**src/rtl/ovl_pkg.sv**
```systemverilog
package ovl_pkg;

  typedef enum logic [1:0] {
    SEQ_IDLE    = 2'd0,
    SEQ_WAIT_HS = 2'd1,
    SEQ_COUNT   = 2'd2
  } seq_state_t;

  // clock cycles for a debounce window given in milliseconds
  function automatic int unsigned db_cycles(input int unsigned clk_hz, input int unsigned ms);
    return (clk_hz / 1000) * ms;
  endfunction

  // bits needed to count 0..n-1, never fewer than one
  function automatic int unsigned cnt_width(input int unsigned n);
    return (n < 2) ? 1 : $clog2(n);
  endfunction

endpackage

```
**src/rtl/ovl_sync.sv**
```systemverilog
module ovl_sync #(
  parameter int W = 1
) (
  input  logic         clk,
  input  logic         rst_n,
  input  logic [W-1:0] d_i,
  output logic [W-1:0] q_o
);
  logic [W-1:0] meta_q, sync_q;

  always_ff @(posedge clk or negedge rst_n) begin
    if (!rst_n) begin
      meta_q <= '0;
      sync_q <= '0;
    end else begin
      meta_q <= d_i;
      sync_q <= meta_q;
    end
  end

  assign q_o = sync_q;
endmodule

```
**src/rtl/ovl_debounce.sv**
```systemverilog
module ovl_debounce #(
  parameter int unsigned CYCLES = 8
) (
  input  logic clk,
  input  logic rst_n,
  input  logic raw_i,
  output logic press_o
);
  localparam int unsigned CW  = $clog2(CYCLES + 1);
  localparam logic [CW-1:0] LIM = CW'(CYCLES - 1);

  logic [CW-1:0] cnt_q;
  logic          lvl_q;
  logic          press_q;

  always_ff @(posedge clk or negedge rst_n) begin
    if (!rst_n) begin
      cnt_q   <= '0;
      lvl_q   <= 1'b0;
      press_q <= 1'b0;
    end else begin
      press_q <= 1'b0;
      if (raw_i == lvl_q) begin
        cnt_q <= '0;
      end else if (cnt_q == LIM) begin
        cnt_q   <= '0;
        lvl_q   <= raw_i;
        press_q <= raw_i;
      end else begin
        cnt_q <= cnt_q + 1'b1;
      end
    end
  end

  assign press_o = press_q;

  AST_DB_CNT_BOUND: assert property (@(posedge clk) disable iff (!rst_n)
    cnt_q <= LIM) else $error("debounce counter out of range");
  AST_DB_SINGLE_PULSE: assert property (@(posedge clk) disable iff (!rst_n)
    press_o |=> !press_o) else $error("press pulse longer than one cycle");
  AST_DB_PRESS_ON_HIGH: assert property (@(posedge clk) disable iff (!rst_n)
    press_o |-> $past(raw_i)) else $error("press without high input");
endmodule

```
**src/rtl/ovl_chan_seq.sv**
```systemverilog
module ovl_chan_seq #(
  parameter int unsigned FIELD_EDGES = 6
) (
  input  logic clk,
  input  logic rst_n,
  input  logic start_i,
  input  logic hs_fall_i,
  input  logic fb_fall_i,
  output logic en_o,
  output logic busy_o
);
  import ovl_pkg::*;

  localparam int unsigned CW = cnt_width(FIELD_EDGES);
  localparam logic [CW-1:0] LAST = CW'(FIELD_EDGES - 1);

  seq_state_t    state_q;
  logic [CW-1:0] cnt_q;
  logic          en_q;

  always_ff @(posedge clk or negedge rst_n) begin
    if (!rst_n) begin
      state_q <= SEQ_IDLE;
      cnt_q   <= '0;
      en_q    <= 1'b0;
    end else begin
      unique case (state_q)
        SEQ_IDLE: begin
          if (start_i) state_q <= SEQ_WAIT_HS;
        end
        SEQ_WAIT_HS: begin
          if (hs_fall_i) begin
            state_q <= SEQ_COUNT;
            cnt_q   <= '0;
          end
        end
        SEQ_COUNT: begin
          if (fb_fall_i) begin
            if (cnt_q == LAST) begin
              en_q    <= ~en_q;
              cnt_q   <= '0;
              state_q <= SEQ_IDLE;
            end else begin
              cnt_q <= cnt_q + 1'b1;
            end
          end
        end
        default: state_q <= SEQ_IDLE;
      endcase
    end
  end

  assign en_o   = en_q;
  assign busy_o = (state_q != SEQ_IDLE);

  AST_EN_ON_FB_EDGE: assert property (@(posedge clk) disable iff (!rst_n)
    (en_q != $past(en_q)) |-> $past(fb_fall_i)) else $error("enable moved without field edge");
  AST_COUNT_AFTER_HS: assert property (@(posedge clk) disable iff (!rst_n)
    (state_q == SEQ_COUNT && $past(state_q) == SEQ_WAIT_HS) |-> $past(hs_fall_i)) else $error("count began without hsync edge");
  AST_BUSY_PRESS_IGNORED: assert property (@(posedge clk) disable iff (!rst_n)
    (state_q == SEQ_COUNT && start_i && !fb_fall_i) |=> (state_q == SEQ_COUNT && $stable(cnt_q))) else $error("press disturbed pending toggle");
  AST_CNT_BOUND: assert property (@(posedge clk) disable iff (!rst_n)
    cnt_q <= LAST) else $error("edge counter overflow");
endmodule

```
**src/rtl/overlay_toggle_ctrl.sv**
```systemverilog
module overlay_toggle_ctrl #(
  parameter int unsigned CHANNELS        = 2,
  parameter int unsigned DEBOUNCE_CYCLES = ovl_pkg::db_cycles(27_000_000, 20),
  parameter int unsigned FIELD_EDGES     = 6
) (
  input  logic                clk,
  input  logic                rst_n,
  input  logic [CHANNELS-1:0] btn_i,
  input  logic                hsync_i,
  input  logic                fblank_i,
  input  logic [CHANNELS-1:0] req_i,
  output logic [CHANNELS-1:0] ovl_en_o,
  output logic [CHANNELS-1:0] led_o
);
  localparam int unsigned SW = CHANNELS + 2;

  logic [SW-1:0]       sync_s;
  logic [CHANNELS-1:0] btn_s;
  logic                hs_s, fb_s, hs_prev_q, fb_prev_q;
  logic                hs_fall, fb_fall;
  logic [CHANNELS-1:0] press, start, busy, en;

  ovl_sync #(.W(SW)) u_sync (
    .clk   (clk),
    .rst_n (rst_n),
    .d_i   ({btn_i, hsync_i, fblank_i}),
    .q_o   (sync_s)
  );

  assign btn_s = sync_s[SW-1:2];
  assign hs_s  = sync_s[1];
  assign fb_s  = sync_s[0];

  always_ff @(posedge clk or negedge rst_n) begin
    if (!rst_n) begin
      hs_prev_q <= 1'b0;
      fb_prev_q <= 1'b0;
    end else begin
      hs_prev_q <= hs_s;
      fb_prev_q <= fb_s;
    end
  end

  assign hs_fall = hs_prev_q & ~hs_s;
  assign fb_fall = fb_prev_q & ~fb_s;

  for (genvar c = 0; c < CHANNELS; c++) begin : g_chan
    ovl_debounce #(.CYCLES(DEBOUNCE_CYCLES)) u_db (
      .clk     (clk),
      .rst_n   (rst_n),
      .raw_i   (btn_s[c]),
      .press_o (press[c])
    );

    assign start[c] = press[c] | req_i[c];

    ovl_chan_seq #(.FIELD_EDGES(FIELD_EDGES)) u_seq (
      .clk       (clk),
      .rst_n     (rst_n),
      .start_i   (start[c]),
      .hs_fall_i (hs_fall),
      .fb_fall_i (fb_fall),
      .en_o      (en[c]),
      .busy_o    (busy[c])
    );

    AST_IDLE_EN_STABLE: assert property (@(posedge clk) disable iff (!rst_n)
      (!busy[c] && !start[c]) |=> $stable(en[c])) else $error("idle channel changed enable");
  end

  assign ovl_en_o = en;
  assign led_o    = en;

  AST_EDGE_EXCLUSIVE: assert property (@(posedge clk) disable iff (!rst_n)
    hs_fall |=> !hs_fall) else $error("hsync fall held two cycles");
endmodule

```
**config.mk**
```make
export PLATFORM = sky130hd
export DESIGN_NAME = overlay_toggle_ctrl
export DESIGN_NICKNAME = d
export VERILOG_FILES = /design/src/rtl/ovl_pkg.sv /design/src/rtl/ovl_sync.sv /design/src/rtl/ovl_debounce.sv /design/src/rtl/ovl_chan_seq.sv /design/src/rtl/overlay_toggle_ctrl.sv
export SDC_FILE = /design/constraint.sdc
export NUM_CORES = 1
export LEC_CHECK = 0
export BUFFER_PORTS_ARGS = -buffer_cell sky130_fd_sc_hd__clkbuf_2
export CORE_MARGIN = 3
export CORE_UTILIZATION = 55
export DETAILED_ROUTE_END_ITERATION = 8
export HOLD_SLACK_MARGIN = 0.08
export PLACE_DENSITY = 0.74
export SLEW_MARGIN = 15
export SYNTH_ARGS = -nofsm -noshare
export SYNTH_HDL_FRONTEND = slang
export SYNTH_SLANG_ARGS = --single-unit
```
**constraint.sdc**
```tcl
create_clock -name clk -period 2.1 [get_ports clk]
set_input_delay 0.21 -clock clk [delete_from_list [all_inputs] [get_ports clk]]
set_output_delay 0.21 -clock clk [all_outputs]
set_load 0.005 [all_outputs]
```
== Word level (Yosys, flattened, before mapping) ==
Index checks and enable logic that the tools add are counted.
Word-level totals
  bits in registers: 66
  bits of input ports: 8
  word-level logic and storage cells: 84
Operators by class
  add/sub/neg operators: 4
  equality and inequality tests: 18
  mux-type cells: 24
  bitwise gates (word level): 10
  reductions and logical operators: 12
Operator list (count)
  20-bit two-way mux: 4
  20-bit by 1-bit adder with 20-bit output, second input constant: 2
  20-bit == test, second input constant: 2
  3-bit two-way mux: 5
  2-bit two-way mux: 7
  2-bit by 1-bit inequality test with 1-bit output, second input constant: 6
  2-bit one-hot mux with 3 select lines: 2
  3-bit one-hot mux with 2 select lines: 2
  3-bit AND reduction: 4
  4-bit AND reduction: 2
  3-bit by 1-bit adder with 3-bit output, second input constant: 2
  3-bit == test, second input constant: 2
  1-bit NOT: 6
  2-bit by 1-bit == test with 1-bit output, second input constant: 2
  2-bit == test, second input constant: 2
  2-bit zero test: 2
  1-bit two-way mux: 4
  2-bit inequality test, second input constant: 2
  2-bit AND reduction: 2
  2-bit nonzero test: 2
  1-bit bitwise AND: 2
  1-bit == test: 2
  1-bit bitwise OR: 2

== Longest topological paths before layout ==
  depth in word-level cells: 4
  mapped depth: 7
  gate-level depth less buffers: 5

== Modules after synthesis ==
Synthesis repeated with hierarchy kept, for this count alone.
Unflattened totals
  cell total of the unflattened synthesis: 282
  area, all modules: 3225.6 µm²
Modules (own cells, without submodules)
  ovl_debounce: instances 2, cells an instance 109, area an instance 1176.1 µm², seq. area each 550.5 µm²
  ovl_chan_seq: instances 2, cells an instance 24, area an instance 291.5 µm², seq. area each 150.1 µm²
  ovl_sync: instances 1, cells an instance 8, area an instance 200.2 µm², seq. area each 200.2 µm²
  overlay_toggle_ctrl: instances 1, cells an instance 8, area an instance 90.1 µm², seq. area each 50.0 µm²

== Worst setup path after synthesis ==
No wires, ideal clock.
  path kind: flip-flop to flip-flop
  start point: register g_chan[0].u_db.cnt_q[0]
  end point: register g_chan[0].u_db.cnt_q[18]
  library setup time: 0.078 ns
  arrival: 1.799 ns
  slack: 0.223 ns
  stages on the path, launching flop included: 6
  buffers on the path: 0
  cell sequence: dfrtp_1 ha_1 nand4_4 or4_4 or3_1 a21oi_1
On the way
  word-level cells in the longest chain between the ends: 3
Ends and longest elaborated chain
  start, declared: line ovl_debounce.sv:12  | logic [CW-1:0] cnt_q;
  start signal, assigned: line ovl_debounce.sv:30  | cnt_q <= cnt_q + 1'b1;
  20-bit by 1-bit adder with 20-bit output / 20-bit == test (equally long branches): line ovl_debounce.sv:30, ovl_debounce.sv:25
  20-bit two-way mux *: line ovl_debounce.sv:25  | end else if (cnt_q == LIM) begin
  20-bit two-way mux *: line ovl_debounce.sv:23  | if (raw_i == lvl_q) begin
Every way passes the cells marked *; elsewhere a longest branch is shown, timed or not.
A chain may end at the register's enable or synchronous reset.

== Worst setup path in the final report ==
Same ends and word-level chain as after synthesis.

==> qor.yml <==
outcome: "finished clean"
tritoncts: "done"
rr_worst_depth: 5
drtAntennaViolNets: 0
die_h_um: 81.0
ys_types: 40
numClockSinks: 66
synthesis.area_um2: 3100
fin_skew_ns: 0.0126
ys_warn_count: 0
slew_headroom: 0.610
grt_pass1_wl_um: 10000
clockBufferDepth: 2
synth_nets: 301
async_flop_share: 1.00
wl_um: 5720
vias: 2247
start_util: 0.588
hold_path_class: "primary input to register"
antenna_found_initial: 0
layout.nets: 326
leakage_nw: 1.47
max_cap_violations: 0
syn_to_final_growth_pct: 12.2
gp_congestion: 0.859
hold_violations: 0
hpwl_um: 3880
cts_buffers: 9
core_area_um2: 5270
fin_crit_ns: 1.91
yosys.area.top_type_share: 0.533
syn_inst: 291
cp.required_ns: 2.36
gr-total-overflow: 0
synth_flop_cell: "dfrtp_1"
clock-root-buffer: "clkbuf_8"
totalPowerFinal_w: 0.00265
startpoint_type: "register"
cts_setup_buffers: 0
cts.clk_slew.worst_paths_ns: 0.07
crit_arrival_ns: 2.17
rsz0062_at_grt: "false"
avgSynthCellArea_um2: 10.6
yosysSeqAreaShare: 0.533
synth_edf_count: 0
clock_latency_ns: 0.34
ys_seq_elements: 66
drive_above_1_share: 0.134
die_w_um: 81.0
vias_per_cell: 5.75
synthTopCellsByArea: "dfrtp_1 (53%), xor2_1 (4.8%), nor2_1 (4.2%)"
holdPathStages: 3
tightest_slew_ns: 0.585
worstPathMaxFanout: 5
diodes: 0
power_density_nw_per_um2: 762
drt_pass1_iterations: 4
finalSetupViolations: 0
yosys.area.top_type: "dfrtp_1"
crit_path_end_kind: "register"
max_freq_mhz: 523
path_class: "register to register"
timing.setup.tns_ns: 0
drt_iter0_markers: 115
grt_max_degree: 42
dieArea_um2: 6570
whs_ns: 0.246
htree_levels: 3
grt_pass1_vias: 2145
track_usage: 0.200
wl_per_cell_um: 14.6
portBuffers: 11
io_pins: 12
finalMaxSlewViolations: 0
drc_errors: 0
fin_crit_sh: 0.910
irDropWorstVdd_mv: 0.423
row_count: 26
## synthesized netlist by cell type (all sizes together), types with 7 or more instances
cell   count
dfrtp     66
nor2      35
nand3     19
nand2     17
xor2      17
nand4     16
xnor2     15
o21ai     11
a21oi      9
buf        7
nor3       7
or3        7
## state kept, by name, summed over array words and instances (netlist names)
| name | flops |
|---|---|
| g_chan.u_db.cnt_q | 40 |
| g_chan.u_seq.cnt_q | 6 |
| g_chan.u_seq.state_q | 4 |
| u_sync.meta_q | 4 |
| u_sync.q_o | 4 |
| g_chan.u_db.lvl_q | 2 |
| g_chan.u_db.press_o | 2 |
| g_chan.u_seq.en_o | 2 |
| fb_prev_q | 1 |
| hs_prev_q | 1 |
## final cells by class
cell class,count,area [um^2]
Inverter,6,22.5
Sequential cell,66,1650
Multi-Input combinational cell,209,1350
Timing Repair Buffer,24,178
Tap cell,70,87.6
Fill cell,425,1790
Clock inverter,2,10.0
Clock buffer,14,173
## where the power goes
| part | switching (W) | leakage, nW | internal [W] | total (W) |
|---|---|---|---|---|
| registers | 0.0000888 | 0.886 | 0.00136 | 0.00145 |
| logic | 0.000115 | 0.487 | 0.000113 | 0.000228 |
| clock network | 0.000453 | 0.0965 | 0.000523 | 0.000975 |
| total | 0.000657 | 1.47 | 0.00199 | 0.00265 |
## worst max-delay path: stages (launching register included)
cell and delay [ns]:
dfrtp_1 0.41, ha_1 0.28, nand4_4 0.10, or4_4 0.55, or3_1 0.36, a21oi_1 0.15
## path summary, 6_finish.rpt
check	from	endpoint	slack (ns)
max in group asynchronous	rst_n	g_chan[0].u_db.cnt_q[7]$_DFF_PN0_	1.07
min reg2reg	u_sync.meta_q[1]$_DFF_PN0_	u_sync.q_o[1]$_DFF_PN0_	0.35
max	g_chan[0].u_db.cnt_q[0]$_DFF_PN0_	g_chan[0].u_db.cnt_q[18]$_DFF_PN0_	0.19
min in group asynchronous	rst_n	g_chan[1].u_seq.cnt_q[0]$_DFFE_PN0P_	0.41
min	req_i[0]	g_chan[0].u_seq.state_q[0]$_DFFE_PN0P_	0.25
max reg2reg	g_chan[0].u_db.cnt_q[0]$_DFF_PN0_	g_chan[0].u_db.cnt_q[18]$_DFF_PN0_	0.19
## placed cells by master, fill, tap and decap left out, types with 3 or more instances in the layout
cell            n
nor3_1          7
nor4_1          6
nand3_1        19
xor2_1         17
inv_1           6
or4_1           3
nand2b_1        3
a21oi_1         9
and4_1          4
clkbuf_8       12
and3_1          4
nor2b_1         5
or4_4           3
o31ai_1         3
or3_1           7
nand3b_1        4
clkbuf_2       10
mux2_2          3
nand4_1        15
dlygate4sd3_1   5
nand2_1        17
buf_4           7
dfrtp_1        66
nor2_1         35
xnor2_1        15
o21ai_0        11
## per-stage QoR
step                instances  instance area, um^2   util  setup slack, ns
global placement          370                 3240  0.615            0.247
detailed placement        370                 3240  0.615            0.221
global route              391                 3480  0.660           0.0658
floorplan                 291                 3100      -            0.223
CTS                       391                 3480  0.660            0.190
finish                    391                 3480  0.660            0.188
## what timing repair did
item                                   in CTS  in global routing
gates resized for setup                     0                  0
endpoints found under the hold margin      29                  0
hold buffers                                5                  0
## layer usage
layer  up-vias  wire (um)  track usage
li1       1091          -            -
met1      1109       2770        0.280
met2        42       2660        0.311
met3         5        225       0.0499
met4         0         63       0.0557
met5         -          0            0
## logic make-up after synthesis
logic type | after synthesis | share of synthesized area
AND/OR/NAND/NOR | 141 | 0.254
flip-flops | 66 | 0.533
XOR/XNOR | 32 | 0.0905
AO/OA/AOI/OAI | 30 | 0.0707
buffers and inverters | 16 | 0.0295
multiplexers | 4 | 0.0141
adder cells (fa/ha/maj) | 2 | 0.00808
(Power assumes the default switching activity.)
